===== config.mk =====
export PLATFORM = sky130hd
export DESIGN_NAME = glitch_vote_filter
export DESIGN_NICKNAME = d
export VERILOG_FILES = /design/src/rtl/glf_pkg.sv /design/src/rtl/glf_ctrl.sv /design/src/rtl/glf_datapath.sv /design/src/rtl/glitch_vote_filter.sv
export SDC_FILE = /design/constraint.sdc
export NUM_CORES = 1
export LEC_CHECK = 0
export ABC_AREA = 1
export BUFFER_PORTS_ARGS = -buffer_cell sky130_fd_sc_hd__buf_4
export CAP_MARGIN = 20
export CORE_MARGIN = 8
export CORE_UTILIZATION = 35
export DETAILED_ROUTE_END_ITERATION = 8
export GPL_TIMING_DRIVEN = 0
export SYNTH_ARGS = -nofsm -noshare
export SYNTH_HDL_FRONTEND = slang
export SYNTH_SLANG_ARGS = --single-unit

===== constraint.sdc =====
create_clock -name clk -period 2 [get_ports clk]
set_input_delay 0.3 -clock clk [delete_from_list [all_inputs] [get_ports clk]]
set_output_delay 0.3 -clock clk [all_outputs]
set_load 0.02 [all_outputs]

===== src/rtl/glf_pkg.sv =====
package glf_pkg;
  localparam int TAP_W  = 4;
  localparam int CNT_W  = (1 << TAP_W) - 1;
  localparam int HIST_W = 8;
  localparam int SYNC_STAGES = 2;

  typedef struct packed {
    logic       sampleStb;
    logic       flush;
    logic [1:0] lenSel;
  } glf_ctrl_t;

  function automatic int winLenOf(input logic [1:0] sel);
    case (sel)
      2'd0: return 2;
      2'd1: return 3;
      2'd2: return 5;
      default: return 8;
    endcase
  endfunction
endpackage


===== src/rtl/glf_ctrl.sv =====
module glf_ctrl
  import glf_pkg::*;
(
  input  logic             clk,
  input  logic             rstN,
  input  logic [1:0]       lenSel,
  input  logic [TAP_W-1:0] tapSel,
  output glf_ctrl_t        ctrl
);
  logic [CNT_W-1:0] prescale;
  logic [CNT_W-1:0] tapMask;
  logic [1:0]       lenQ;
  logic [TAP_W-1:0] tapQ;
  logic             cfgChange;

  assign cfgChange = (lenSel != lenQ) || (tapSel != tapQ);
  assign tapMask   = (CNT_W'(1) << tapSel) - CNT_W'(1);

  always_ff @(posedge clk or negedge rstN) begin
    if (!rstN) begin
      prescale <= '0;
      lenQ     <= '0;
      tapQ     <= '0;
    end else begin
      lenQ <= lenSel;
      tapQ <= tapSel;
      if (cfgChange) prescale <= '0;
      else           prescale <= prescale + CNT_W'(1);
    end
  end

  always_comb begin
    ctrl.flush     = cfgChange;
    ctrl.sampleStb = ((prescale & tapMask) == tapMask) && !cfgChange;
    ctrl.lenSel    = lenSel;
  end
endmodule


===== src/rtl/glf_datapath.sv =====
module glf_datapath
  import glf_pkg::*;
(
  input  logic      clk,
  input  logic      rstN,
  input  logic      rawIn,
  input  glf_ctrl_t ctrl,
  output logic      filtOut,
  output logic      riseStb,
  output logic      fallStb
);
  logic [SYNC_STAGES-1:0] syncQ;
  logic [HIST_W-1:0]      hist;
  logic [HIST_W-1:0]      winMask;
  logic                   allHi;
  logic                   allLo;
  logic                   nextLevel;

  generate
    for (genvar i = 0; i < SYNC_STAGES; i++) begin : g_sync
      always_ff @(posedge clk or negedge rstN) begin
        if (!rstN)       syncQ[i] <= 1'b0;
        else if (i == 0) syncQ[i] <= rawIn;
        else             syncQ[i] <= syncQ[(i > 0) ? i-1 : 0];
      end
    end
  endgenerate

  always_ff @(posedge clk or negedge rstN) begin
    if (!rstN)               hist <= '0;
    else if (ctrl.flush)     hist <= {HIST_W{filtOut}};
    else if (ctrl.sampleStb) hist <= {hist[HIST_W-2:0], syncQ[SYNC_STAGES-1]};
  end

  always_comb begin
    winMask   = HIST_W'((1 << winLenOf(ctrl.lenSel)) - 1);
    allHi     = (hist & winMask) == winMask;
    allLo     = (hist & winMask) == '0;
    nextLevel = filtOut;
    if (!ctrl.flush) begin
      if (allHi)      nextLevel = 1'b1;
      else if (allLo) nextLevel = 1'b0;
    end
  end

  always_ff @(posedge clk or negedge rstN) begin
    if (!rstN) begin
      filtOut <= 1'b0;
      riseStb <= 1'b0;
      fallStb <= 1'b0;
    end else begin
      filtOut <= nextLevel;
      riseStb <= nextLevel && !filtOut;
      fallStb <= !nextLevel && filtOut;
    end
  end
endmodule


===== src/rtl/glitch_vote_filter.sv =====
module glitch_vote_filter
  import glf_pkg::*;
(
  input  logic             clk,
  input  logic             rstN,
  input  logic             rawIn,
  input  logic [1:0]       lenSel,
  input  logic [TAP_W-1:0] tapSel,
  output logic             filtOut,
  output logic             riseStb,
  output logic             fallStb
);
  glf_ctrl_t ctrl;

  glf_ctrl u_ctrl (
    .clk(clk), .rstN(rstN), .lenSel(lenSel), .tapSel(tapSel), .ctrl(ctrl)
  );

  glf_datapath u_dp (
    .clk(clk), .rstN(rstN), .rawIn(rawIn), .ctrl(ctrl),
    .filtOut(filtOut), .riseStb(riseStb), .fallStb(fallStb)
  );
endmodule


* Word level (Yosys, flattened, before mapping)
Cells that the tools add are included.
Widths: inputs -> output; s select.
** Storage, ports and cells
- Bits of input ports :: 9
- Bits in writable memories :: 0
- Logic and storage cells :: 39
- Memories :: 0
- Bits in latches :: 0
- Memory bits (read-only) :: 0
- Register bits :: 34
** Cells by class
- Multipliers :: 0
- Bitwise gates (word level) :: 2
- Add/subtract/negate cells :: 3
- Equality and inequality tests :: 6
- Shift operators :: 2
- Reductions and logical operators :: 10
- Div/mod/pow operators :: 0
- Magnitude comparators :: 0
- Multiplexer cells :: 7
** Operators with widths (count)
- $mux 8 :: 2
- $add 15x1->15 const B :: 1
- $and 15x15->15 :: 1
- $eq 15x15->1 :: 1
- $mux 15 :: 1
- $shl 1x4->15 const A :: 1
- $sub 15x2->15 const B :: 1
- $pmux 4 s3 :: 1
- $and 8x8->8 :: 1
- $eq 8x8->1 :: 1
- $logic_not 8->1 :: 1
- $shl 1x4->8 const A :: 1
- $sub 8x2->8 const B :: 1
- $ne 4x4->1 :: 1
- $logic_and 1x1->1 :: 3
- $logic_not 1->1 :: 3
- $mux 1 :: 3
- $eq 2x1->1 const B :: 1
- $eq 2x2->1 const B :: 1
- $logic_not 2->1 :: 1
- $ne 2x2->1 :: 1
- $reduce_bool 2->1 :: 1
- $logic_or 1x1->1 :: 1

* Logic depth before layout (Yosys ltp)
Gate-level depths: netlist of the first run.
- Depth after elaboration :: 11
- Gate-level depth with buffers :: 16
- Gate-level depth less buffers :: 16

* By module
A second synthesis of the first run with hierarchy kept.
** Second synthesis, totals
- Cells, all modules :: 272
- Area total of the unflattened synthesis :: 2004.4 um^2
** By module, submodules not included
- glf_ctrl :: cells an instance 208, sequential area each 525.5 um^2, times used 1, area each 1435.1 um^2
- glf_datapath :: cells an instance 64, sequential area each 325.3 um^2, times used 1, area each 569.3 um^2

* Worst setup path after synthesis of the first run
Ideal clock, no wire load.
- Path type :: input port to flip-flop
- From :: input port tapSel[1]
- To :: register u_dp.hist[3]
- Stages on the path :: 16
- Buffers on the path :: 1
- Arrival :: 1795 ps
- Slack :: 140 ps
- Cells stage by stage :: buf_6 -> nor2_2 -> nand2_1 -> ha_1 -> inv_1 -> nand2_1 -> nand2_1 -> nor2_1 -> nand2_1 -> nor2_1 -> nand2_1 -> nor2_2 -> nand3_4 -> nand2_4 -> nand2_1 -> nand2_1
** Between the ends
- Word-level cells in the longest chain between the ends :: 6
- Elaborated cells on any way between the ends :: 10
** Ends and longest elaborated chain
- start, declared :: line glitch_vote_filter.sv:8 : input logic [TAP_W-1:0] tapSel,
- $shl 1x4->15 :: line glf_ctrl.sv:17 : assign tapMask = (CNT_W'(1) << tapSel) - CNT_W'(1);
- $sub 15x2->15 :: line glf_ctrl.sv:17
- $and 15x15->15 :: line glf_ctrl.sv:34 : ctrl.sampleStb = ((prescale & tapMask) == tapMask) && !cfgChange;
- $eq 15x15->1 :: line glf_ctrl.sv:34
- $logic_and 1x1->1 :: line glf_ctrl.sv:34
- $reduce_bool 2->1 (no source line)
- end signal, assigned :: line glf_datapath.sv:31 : else if (ctrl.flush) hist <= {HIST_W{filtOut}};
- end signal, assigned :: line glf_datapath.sv:32 : else if (ctrl.sampleStb) hist <= {hist[HIST_W-2:0], syncQ[SYNC_STAGES-1]};
- end, declared :: line glf_datapath.sv:13 : logic [HIST_W-1:0] hist;
Several ways; a longest one is shown, not always the timed one.
A chain may end at the register's enable or synchronous reset.

* Worst setup path in the final report of the first run
- From :: input port tapSel[1]
- To :: register u_dp.hist[4]
The elaborated chain is that of the path after synthesis.

==> impl_metrics.tcl, run 1 <==
set metrics [dict create \
    run_status "completed" \
    max-slew-margin-rel_pct 71.4 \
    wl_mm 4.50 \
    syn_nets 290 \
    die_w_um 92.3 \
    synth.top_cell.area_share_pct 41.8 \
    p_leak_nw 1.18 \
    seq_area_frac_synth_pct 41.8 \
    clk_pin_slew_ns 0.07 \
    final_common_cell "nand2_1" \
    synth.largest_area_cell "dfrtp_1" \
    initial_utilization_pct 36.5 \
    final_cell_mix "nand2_1, nor2_1, dfrtp_1, inv_1, nand3_1" \
    syn_area_um2 2040 \
    antenna_found_initial 0 \
    power_density_nw_per_um2 590 \
    vdd_drop_max_mv 0.425 \
    path_common_cell "nand2_1" \
    path_max_fanout 9 \
    wl_per_cell_um 12.0 \
    drive_above_1_share_pct 18.8 \
    grt_pass1_vias 1616 \
    insertion_delay_ns 0.30 \
    synth_async_sr_flop_share_pct 100 \
    hold_viol 0 \
    cp_slowest_cell "ha_1" \
    yosys-top-cells-area "dfrtp_1, nand2_1, nor2_1" \
    path_buf_inv 3 \
    crit_path_start_kind "input pin" \
    netlist_instances 279 \
    fmax_ghz 0.531 \
    n_antenna_cell 0 \
    multi_input_area_um2 1040 \
    h-tree-depth 2 \
    place.port_buffers 11 \
    synth_ff_type "dfrtp_1" \
    cts_root_buf "clkbuf_8" \
    end_kind "register" \
    maxCapViolCount 0 \
    clock-sinks 34 \
    avgSynthCellArea_um2 7.30 \
    track_usage_pct 11.1 \
    vias_per_cell 4.75 \
    fin_area_um2 2380 \
    path_delay_family "simple AND/OR/NAND/NOR gates" \
    place_area_um2 2210 \
    ys_types 32 \
    drt_iter0_drc 85 \
    rows 27 \
    tns_ns 0 \
    worstPathArrival_ns 2.11 \
    synth-seq-cells 34 \
    nFillCells 574 \
    min_period_ns 1.88 \
    nets 313 \
    die_h_um 92.3 \
    rsz0062_at_grt "true" \
    period_share_pct 94.1 \
    grt_max_degree 35 \
    ys_warn_count 0 \
    slowest_delay_ns 0.27 \
    via_count 1782 \
    worstHoldPathType "input pin to register" \
    drc 0 \
    cts_buffer_depth 2 \
    worstPathCellList "buf_4 > buf_6 > nor2_4 > nand2_2 > ha_1 > inv_1 > nand2_1 > nand2_1 > nor2_1 > nand2_1 > nor2_1 > nand2_1 > nor2_4 > nand3_4 > nand2_4 > nand2_1 > nand2_1" \
    ant_nets 0 \
    dp_hpwl_mm 3.25 \
    dr.pass1.iters 4 \
    fp.coreArea_um2 5570 \
    synth_edf_count 0 \
    required_ns 2.23 \
    critical_path_class "input pin to register" \
    areaGrowthSynthToFinish_pct 17.0 \
    cts_buffers 5 \
    place.gp.congestion 0.814 \
    ios 12 \
    slew_violations 0 \
    dieArea_um2 8520 \
    globalRouteOverflowTotal 0 \
    cts_tree "yes" \
    grt_pass1_wl_mm 7.65 \
    fin_worst_skew_ns 0.0131 \
    setup_viol 0 \
    tightest_slew_ns 0.430 \
    register_area_um2 851 \
]
## cells in the mapped netlist (2+ instances only)
library cell   n
inv_2          5
xor2_1         3
o21ai_0       13
ha_1           2
nor3_1         4
buf_6          4
nand2_1       81
nand2_2        2
nor2_1        40
o21a_1         2
nor2_2         6
a21oi_1        7
nand3_1       27
dfrtp_1       34
inv_1         28
nand2_4        2
nor2_4         2
nand4_1        3
## per-stage QoR
stage          instances  worst slack [ns]  power (W)  util [%]  hold WS [ns]
4_1_cts              371           0.00742    0.00141      41.5         0.102
3_5_place_dp         362            -0.303   0.000860      39.6         0.280
3_3_place_gp         362            -0.295   0.000859      39.6         0.281
6_report             375             0.117    0.00141      42.7         0.110
2_1_floorplan        279             0.140   0.000808         -       0.00441
5_1_grt              375           -0.0114    0.00148      42.7        0.0903
## where the power goes
group	total, W	internal (W)	switching, W
registers	0.000700	0.000696	0.00000407
logic	0.000158	0.0000592	0.0000986
clock network	0.000547	0.000277	0.000271
## final timing paths
check                                          from                  endpoint  slack [ns]  depth (start not counted)
max in group asynchronous                      rstN  u_dp.hist[4]$_DFFE_PN0P_        1.21                          2
min                                           rawIn   u_dp.syncQ[0]$_DFF_PN0_        0.11                          1
max reg2reg                u_ctrl.tapQ[0]$_DFF_PN0_    u_dp.fallStb$_DFF_PN0_        0.17                          9
min in group asynchronous                      rstN  u_ctrl.tapQ[2]$_DFF_PN0_        0.48                          2
min reg2reg                 u_dp.syncQ[0]$_DFF_PN0_   u_dp.syncQ[1]$_DFF_PN0_        0.35                          0
max                                       tapSel[1]  u_dp.hist[4]$_DFFE_PN0P_        0.12                         17
## layer usage
metal	track usage (%)	up-vias	wire, um
met5	0	-	0
met4	3.49	0	51
met3	3.87	7	199
met2	17.4	22	2050
met1	13.9	817	2200
li1	-	936	-
## worst reg2reg max path, cell delays in order (launching register included)
cell	delay, ns
dfrtp_1	0.39
inv_1	0.06
nor2_1	0.04
nor4_2	0.37
nand3_1	0.24
inv_2	0.19
buf_6	0.16
nand3_1	0.13
nand3_1	0.10
inv_1	0.04
## repair_timing
action	4_1_cts	5_1_grt
hold endpoints to repair	34	0
setup buffers	0	4
hold buffers	1	0
setup endpoints to repair	0	13
gates resized for setup	0	9
## registers in the layout, summed over array words and instances, names as in the netlist
name,cells
u_ctrl.prescale,15
u_dp.hist,8
u_ctrl.tapQ,4
u_ctrl.lenQ,2
u_dp.syncQ,2
u_dp.fallStb,1
u_dp.filtOut,1
u_dp.riseStb,1
## area by class of cell
class / count / area share (%)
timing repair buffer: 16 / 5.15
sequential: 34 / 35.7
multi-input combinational: 206 / 43.8
buffer: 6 / 2.42
tap: 72 / 3.78
clock inverter: 2 / 0.525
inverter: 33 / 5.20
clock buffer: 6 / 3.47
## cells by family after synthesis
kind of cell | after synthesis | share of synthesized area [%]
adders and majority gates | 2 | 1.23
xor gates and xnor gates | 4 | 1.72
and+or+nand+nor | 171 | 38.5
AOI/OAI and AO/OA | 28 | 7.74
DFF | 34 | 41.8
buffers and inverters | 40 | 9.09
(Power assumes the default switching activity.)
==> run 2, diff against run 1 <==
Clock period 2 ns to 1.7 ns, I/O delays scaled along.
==> run 2 against run 1 <==
Hold slack lost 0.037 ns; via count grew 4.3%; die area stayed put; register-to-register slack got worse by 0.09 ns; cell area is 7.0% higher; total power increased by 14%; setup slack worse by 0.091 ns; clock power grew 3.7%; core utilization grew 3.0 points; cell count increased by 2.1%.
==> impl_metrics.tcl, run 2 (synthesis gave the netlist of run 1 again) <==
set metrics [dict create \
    min_period_ns 1.67 \
    nets 322 \
    worstPathCellList "buf_4 > nor2_8 > nand2_2 > ha_4 > clkbuf_8 > o21bai_1 > nand3_1 > nand3_1 > nor2_4 > nand3_4 > nand2_8 > nand2_1 > nand2_1" \
    vias_per_cell 4.85 \
    run_status "completed" \
    cts_buffers 5 \
    grt_max_degree 35 \
    drc 0 \
    dp_hpwl_mm 3.20 \
    holdCritStartpoint "rawIn" \
    fmax_ghz 0.597 \
    die_h_um 92.3 \
    path_buf_inv 2 \
    die_w_um 92.3 \
    ios 12 \
    slew_violations 0 \
    final_common_cell "nand2_1" \
    nFillCells 585 \
    cts_tree "yes" \
    antenna_found_initial 0 \
    clock-sinks 34 \
    critical_path_class "input pin to register" \
    wl_mm 4.78 \
    cts_root_buf "clkbuf_8" \
    power_density_nw_per_um2 628 \
    via_count 1859 \
    fin_worst_skew_ns 0.00411 \
    path_max_fanout 10 \
    r2r_cells 8 \
    grt_pass1_wl_mm 8.24 \
    place.port_buffers 11 \
    worstHoldPathType "input pin to register" \
    h-tree-depth 2 \
    worstPathArrival_ns 1.90 \
    areaGrowthSynthToFinish_pct 25.1 \
    largest_reg_flops 15 \
    end_kind "register" \
    maxCapViolCount 0 \
    wl_per_cell_um 12.5 \
    hold_path_end "u_dp.syncQ[0]$_DFF_PN0_" \
    insertion_delay_ns 0.29 \
    slowest_delay_ns 0.18 \
    final_cell_mix "nand2_1, nor2_1, dfrtp_1, inv_1, nand3_1" \
    fp.coreArea_um2 5570 \
    fin_util_pct 45.7 \
    max-slew-margin-rel_pct 71.7 \
    rows 27 \
    place_area_um2 2250 \
    drt_iter0_drc 56 \
    place.gp.congestion 0.838 \
    period_share_pct 98.5 \
    n_antenna_cell 0 \
    regMostFlops "u_ctrl.prescale" \
    clk_pin_slew_ns 0.07 \
    setup_ws_ns 0.0260 \
    vdd_drop_max_mv 0.306 \
    p_leak_nw 1.24 \
    setup_viol 0 \
    dieArea_um2 8520 \
    crit_path_start_kind "input pin" \
    rsz0062_at_grt "true" \
    grt_pass1_vias 1779 \
    tightest_slew_ns 0.424 \
    initial_utilization_pct 36.5 \
    path_delay_family "simple AND/OR/NAND/NOR gates" \
    ant_nets 0 \
    globalRouteOverflowTotal 0 \
    cp_slowest_cell "nor2_4" \
    whs_path_depth 1 \
    fin_area_um2 2550 \
    rr_startpoint "u_ctrl.tapQ[0]$_DFF_PN0_" \
    tns_ns 0 \
    cts_buffer_depth 2 \
    rrSetupSlack_ns 0.08 \
    hold_viol 0 \
    dr.pass1.iters 4 \
    top_regs "u_ctrl.prescale (15), u_dp.hist (8), u_ctrl.tapQ (4)" \
    worstReg2RegEnd "u_dp.hist[4]$_DFFE_PN0P_" \
    track_usage_pct 11.9 \
    drive_above_1_share_pct 25.7 \
    place_worst_setup_slack_ns -0.375 \
    required_ns 1.93 \
]
## run 2: where the power goes
part / switching, W / leakage, nW / internal (W)
sequential: 0.00000452 / 0.455 / 0.000819
clock: 0.000285 / 0.0383 / 0.000282
combinational: 0.000131 / 0.744 / 0.0000786
total: 0.000421 / 1.24 / 0.00118
## run 2: through the flow
stage | power (W) | hold WS, ns | std cells
6_report | 0.00160 | 0.0727 | 383
5_1_grt | 0.00167 | 0.0643 | 383
4_1_cts | 0.00160 | 0.0670 | 374
3_5_place_dp | 0.00102 | 0.233 | 362
3_3_place_gp | 0.00102 | 0.229 | 362
2_1_floorplan | 0.000959 | -0.0406 | 279
## run 2: worst max path at each step
stage	startpoint	to	slack [ns]	cells after the start
floorplan	tapSel[2]	u_dp.hist[3]$_DFFE_PN0P_	-0.03	16
global placement	tapSel[1]	u_dp.hist[5]$_DFFE_PN0P_	-0.40	15
detailed placement	tapSel[1]	u_dp.hist[0]$_DFFE_PN0P_	-0.37	17
CTS	tapSel[1]	u_dp.hist[7]$_DFFE_PN0P_	-0.02	17
global route	tapSel[2]	u_dp.hist[2]$_DFFE_PN0P_	-0.09	14
finish	tapSel[2]	u_dp.hist[7]$_DFFE_PN0P_	0.03	13
## run 2: layer usage
metal	vias up	track usage [%]	wire length, um
li1	955	-	-
met1	883	15.2	2330
met2	14	19.0	2260
met3	7	2.82	113
met4	0	4.83	72
met5	-	0	0
## run 2: cell type report
cell class	count	area, um2	area share (%)
Multi-Input combinational cell	206	1150	45.0
Sequential cell	34	852	33.4
Timing Repair Buffer	26	201	7.90
Inverter	33	126	4.96
Tap cell	72	90.1	3.53
Clock buffer	7	76.3	2.99
Buffer	5	55.1	2.16
## run 2: repair_timing
item | in CTS | in global routing
hold buffers | 1 | 0
gates resized for setup | 14 | 21
gates cloned | 1 | 0
endpoints found under the setup margin | 21 | 20
pin swaps | 18 | 15
setup buffers | 5 | 9
endpoints found under the hold margin | 34 | 0
==> run 3, diff against run 2 <==
Settings changed: SKIP_CTS_REPAIR_TIMING set to 1, SYNTH_HIERARCHICAL set to 1.
==> run 3 against run 2 <==
The run now ends with negative setup slack left; die area down 1.3%; combinational power shrank 10%; synthesized cell count is 2.5% lower; register-to-register slack got worse by 0.17 ns; hold slack better by 0.0012 ns; maximum frequency fell by 6.6%; flip-flop and latch count did not move; critical endpoint is now u_dp/hist[1]$_DFFE_PN0P_; largest cell class unchanged.
==> impl_metrics.tcl, run 3 <==
set metrics [dict create \
    run_status "finished, violations left" \
    violations "negative setup slack" \
    worstPathArrival_ns 1.99 \
    max-slew-margin-rel_pct 69.6 \
    power_density_nw_per_um2 658 \
    cts_tree "yes" \
    synth.top_cell.area_share_pct 42.4 \
    seq_area_frac_synth_pct 42.4 \
    grt_use_met1_pct 13.9 \
    p_leak_nw 1.19 \
    rsz0062_at_grt "true" \
    rr_startpoint "u_ctrl/tapQ[0]$_DFF_PN0_" \
    wl_mm 4.61 \
    crit_start "tapSel[1]" \
    endpoint "u_dp/hist[1]$_DFFE_PN0P_" \
    die_h_um 91.7 \
    fin_worst_skew_ns 0.00770 \
    final_cell_mix "nand2_1, inv_1, dfrtp_1, buf_4, nor2_1" \
    synth_most_common_cell "nand2_1" \
    synth_ff_type "dfrtp_1" \
    end_kind "register" \
    via_count 1818 \
    maxCapViolCount 0 \
    synth-seq-cells 34 \
    tns_ns -0.577 \
    final_common_cell "nand2_1" \
    critical_path_class "input pin to register" \
    ant_nets 0 \
    min_period_ns 1.79 \
    drc 0 \
    cts_buffer_depth 2 \
    tightest_slew_ns 0.456 \
    vdd_drop_max_mv 0.290 \
    clk_pin_slew_ns 0.07 \
    track_usage_pct 11.0 \
    globalRouteOverflowTotal 0 \
    wl_per_cell_um 12.2 \
    worstReg2RegEnd "u_dp/hist[1]$_DFFE_PN0P_" \
    regMostFlops "u_ctrl/prescale" \
    dr.pass1.iters 4 \
    top_regs "u_ctrl/prescale (15), u_dp/hist (8), u_ctrl/tapQ (4)" \
    fmax_ghz 0.558 \
    place.port_buffers 11 \
    cts_buffers 5 \
    r2r_cells 10 \
    clock-sinks 34 \
    slew_violations 0 \
    hold_viol 0 \
    grt_pass1_wl_mm 7.60 \
    synth_async_sr_flop_share_pct 100 \
    insertion_delay_ns 0.29 \
    rows 27 \
    crit_path_start_kind "input pin" \
    antenna_found_initial 0 \
    period_share_pct 105 \
    final_cells 379 \
    worstHoldPathType "input pin to register" \
    setup_ws_ns -0.0917 \
    fin_area_um2 2490 \
    rrSetupSlack_ns -0.09 \
    required_ns 1.89 \
    yosys-top-cells-area "dfrtp_1, nand2_1, inv_1" \
    dieArea_um2 8400 \
    path_max_fanout 7 \
    cts_root_buf "clkbuf_8" \
    ys_warn_count 6 \
    setup_viol 8 \
    grt_busiest_layer "met2" \
    ys_types 30 \
    areaGrowthSynthToFinish_pct 24.1 \
    netlist_instances 272 \
    place_area_um2 2200 \
    syn_nets 283 \
    grt_max_degree 35 \
    h-tree-depth 2 \
    place.gp.congestion 0.823 \
    largest_reg_flops 15 \
    n_antenna_cell 0 \
    dp_hpwl_mm 3.13 \
    gr-usage-met3_pct 3.02 \
    vias_per_cell 4.80 \
    synth_edf_count 0 \
    syn_area_um2 2000 \
    grt_pass1_vias 1671 \
    drt_iter0_drc 77 \
    power_w 0.00164 \
    synth.largest_area_cell "dfrtp_1" \
    whs_ns 0.0739 \
    drive_above_1_share_pct 25.1 \
    nets 317 \
    nFillCells 552 \
    ios 12 \
    die_w_um 91.7 \
    fp.coreArea_um2 5510 \
    initial_utilization_pct 36.4 \
    avgSynthCellArea_um2 7.37 \
    dpl.cell_count 355 \
    synthTopCellsByCount "nand2_1, inv_1, dfrtp_1, nor2_1, nand3_1" \
    met2_usage_pct 17.0 \
]
## run 3: changes by cell type in the layout (fill, tap and decap cells not counted), moves of 5 or more
cell     change
inv_1        +7
nand2_1      +8
nor2_2       +7
o21ai_0      -5
nor2_1      -14
nand3_2      +5
nand4_1      +7
nand2_2     -11
nor2_4       -6
nand3_1      -9
## run 3: area by class of cell
class,instances,area [um2],area share [%]
multi-input combinational,190,1010,40.7
tap,72,90.1,3.62
inverter,40,153,6.14
clock inverter,1,5.00,0.201
timing repair buffer,29,228,9.15
sequential,34,852,34.3
clock buffer,7,86.3,3.47
buffer,6,60.1,2.41
## run 3: per-layer routing
layer  part of all wire, %  vias to the layer above
met5                     0                        -
met4                   1.4                        0
met3                   5.4                        7
met2                    45                       43
met1                    49                      827
li1                      -                      941
## run 3: worst min-delay path by stage
stage | end | startpoint | depth (start not counted) | slack, ns
final | u_ctrl/tapQ[1]$_DFF_PN0_ | tapSel[1] | 1 | 0.07
after global routing | u_dp/syncQ[0]$_DFF_PN0_ | rawIn | 1 | 0.06
after CTS | u_ctrl/tapQ[3]$_DFF_PN0_ | rstN | 1 | -0.07
after detailed placement | u_ctrl/tapQ[3]$_DFF_PN0_ | rstN | 1 | 0.24
after global placement | u_ctrl/tapQ[3]$_DFF_PN0_ | rstN | 1 | 0.23
after floorplan | u_ctrl/lenQ[0]$_DFF_PN0_ | rstN | 0 | -0.04
## run 3: through the flow
stage          setup WS [ns]  utilization (%)
3_5_place_dp          -0.549             40.0
5_1_grt               -0.211             45.2
4_1_cts               -0.253             41.7
2_1_floorplan         -0.143                -
3_3_place_gp          -0.557             40.0
6_report             -0.0917             45.2
## run 3: logic make-up after synthesis
| family | share of synthesized area [%] |
|---|---|
| AO/OA/AOI/OAI | 7.43 |
| flip-flops | 42.4 |
| adder cells (fa/ha/maj) | 1.25 |
| AND/OR/NAND/NOR | 36.9 |
| buffers and inverters | 10.2 |
| XOR/XNOR | 1.75 |
## run 3: worst max-delay path, stage by stage
cell	delay, ns
buf_8	0.10
buf_12	0.12
nor2_4	0.15
nand2_2	0.08
ha_4	0.26
nor2_1	0.03
nor2_1	0.07
nand4_1	0.08
nor2_1	0.15
nand3_2	0.12
nor3_4	0.23
nand2_2	0.12
inv_2	0.09
nand2_1	0.05
o211ai_1	0.08
## run 3: power by group
part	switching (W)	internal, W
registers	0.00000465	0.000819
logic	0.000112	0.0000767
clock network	0.000296	0.000327
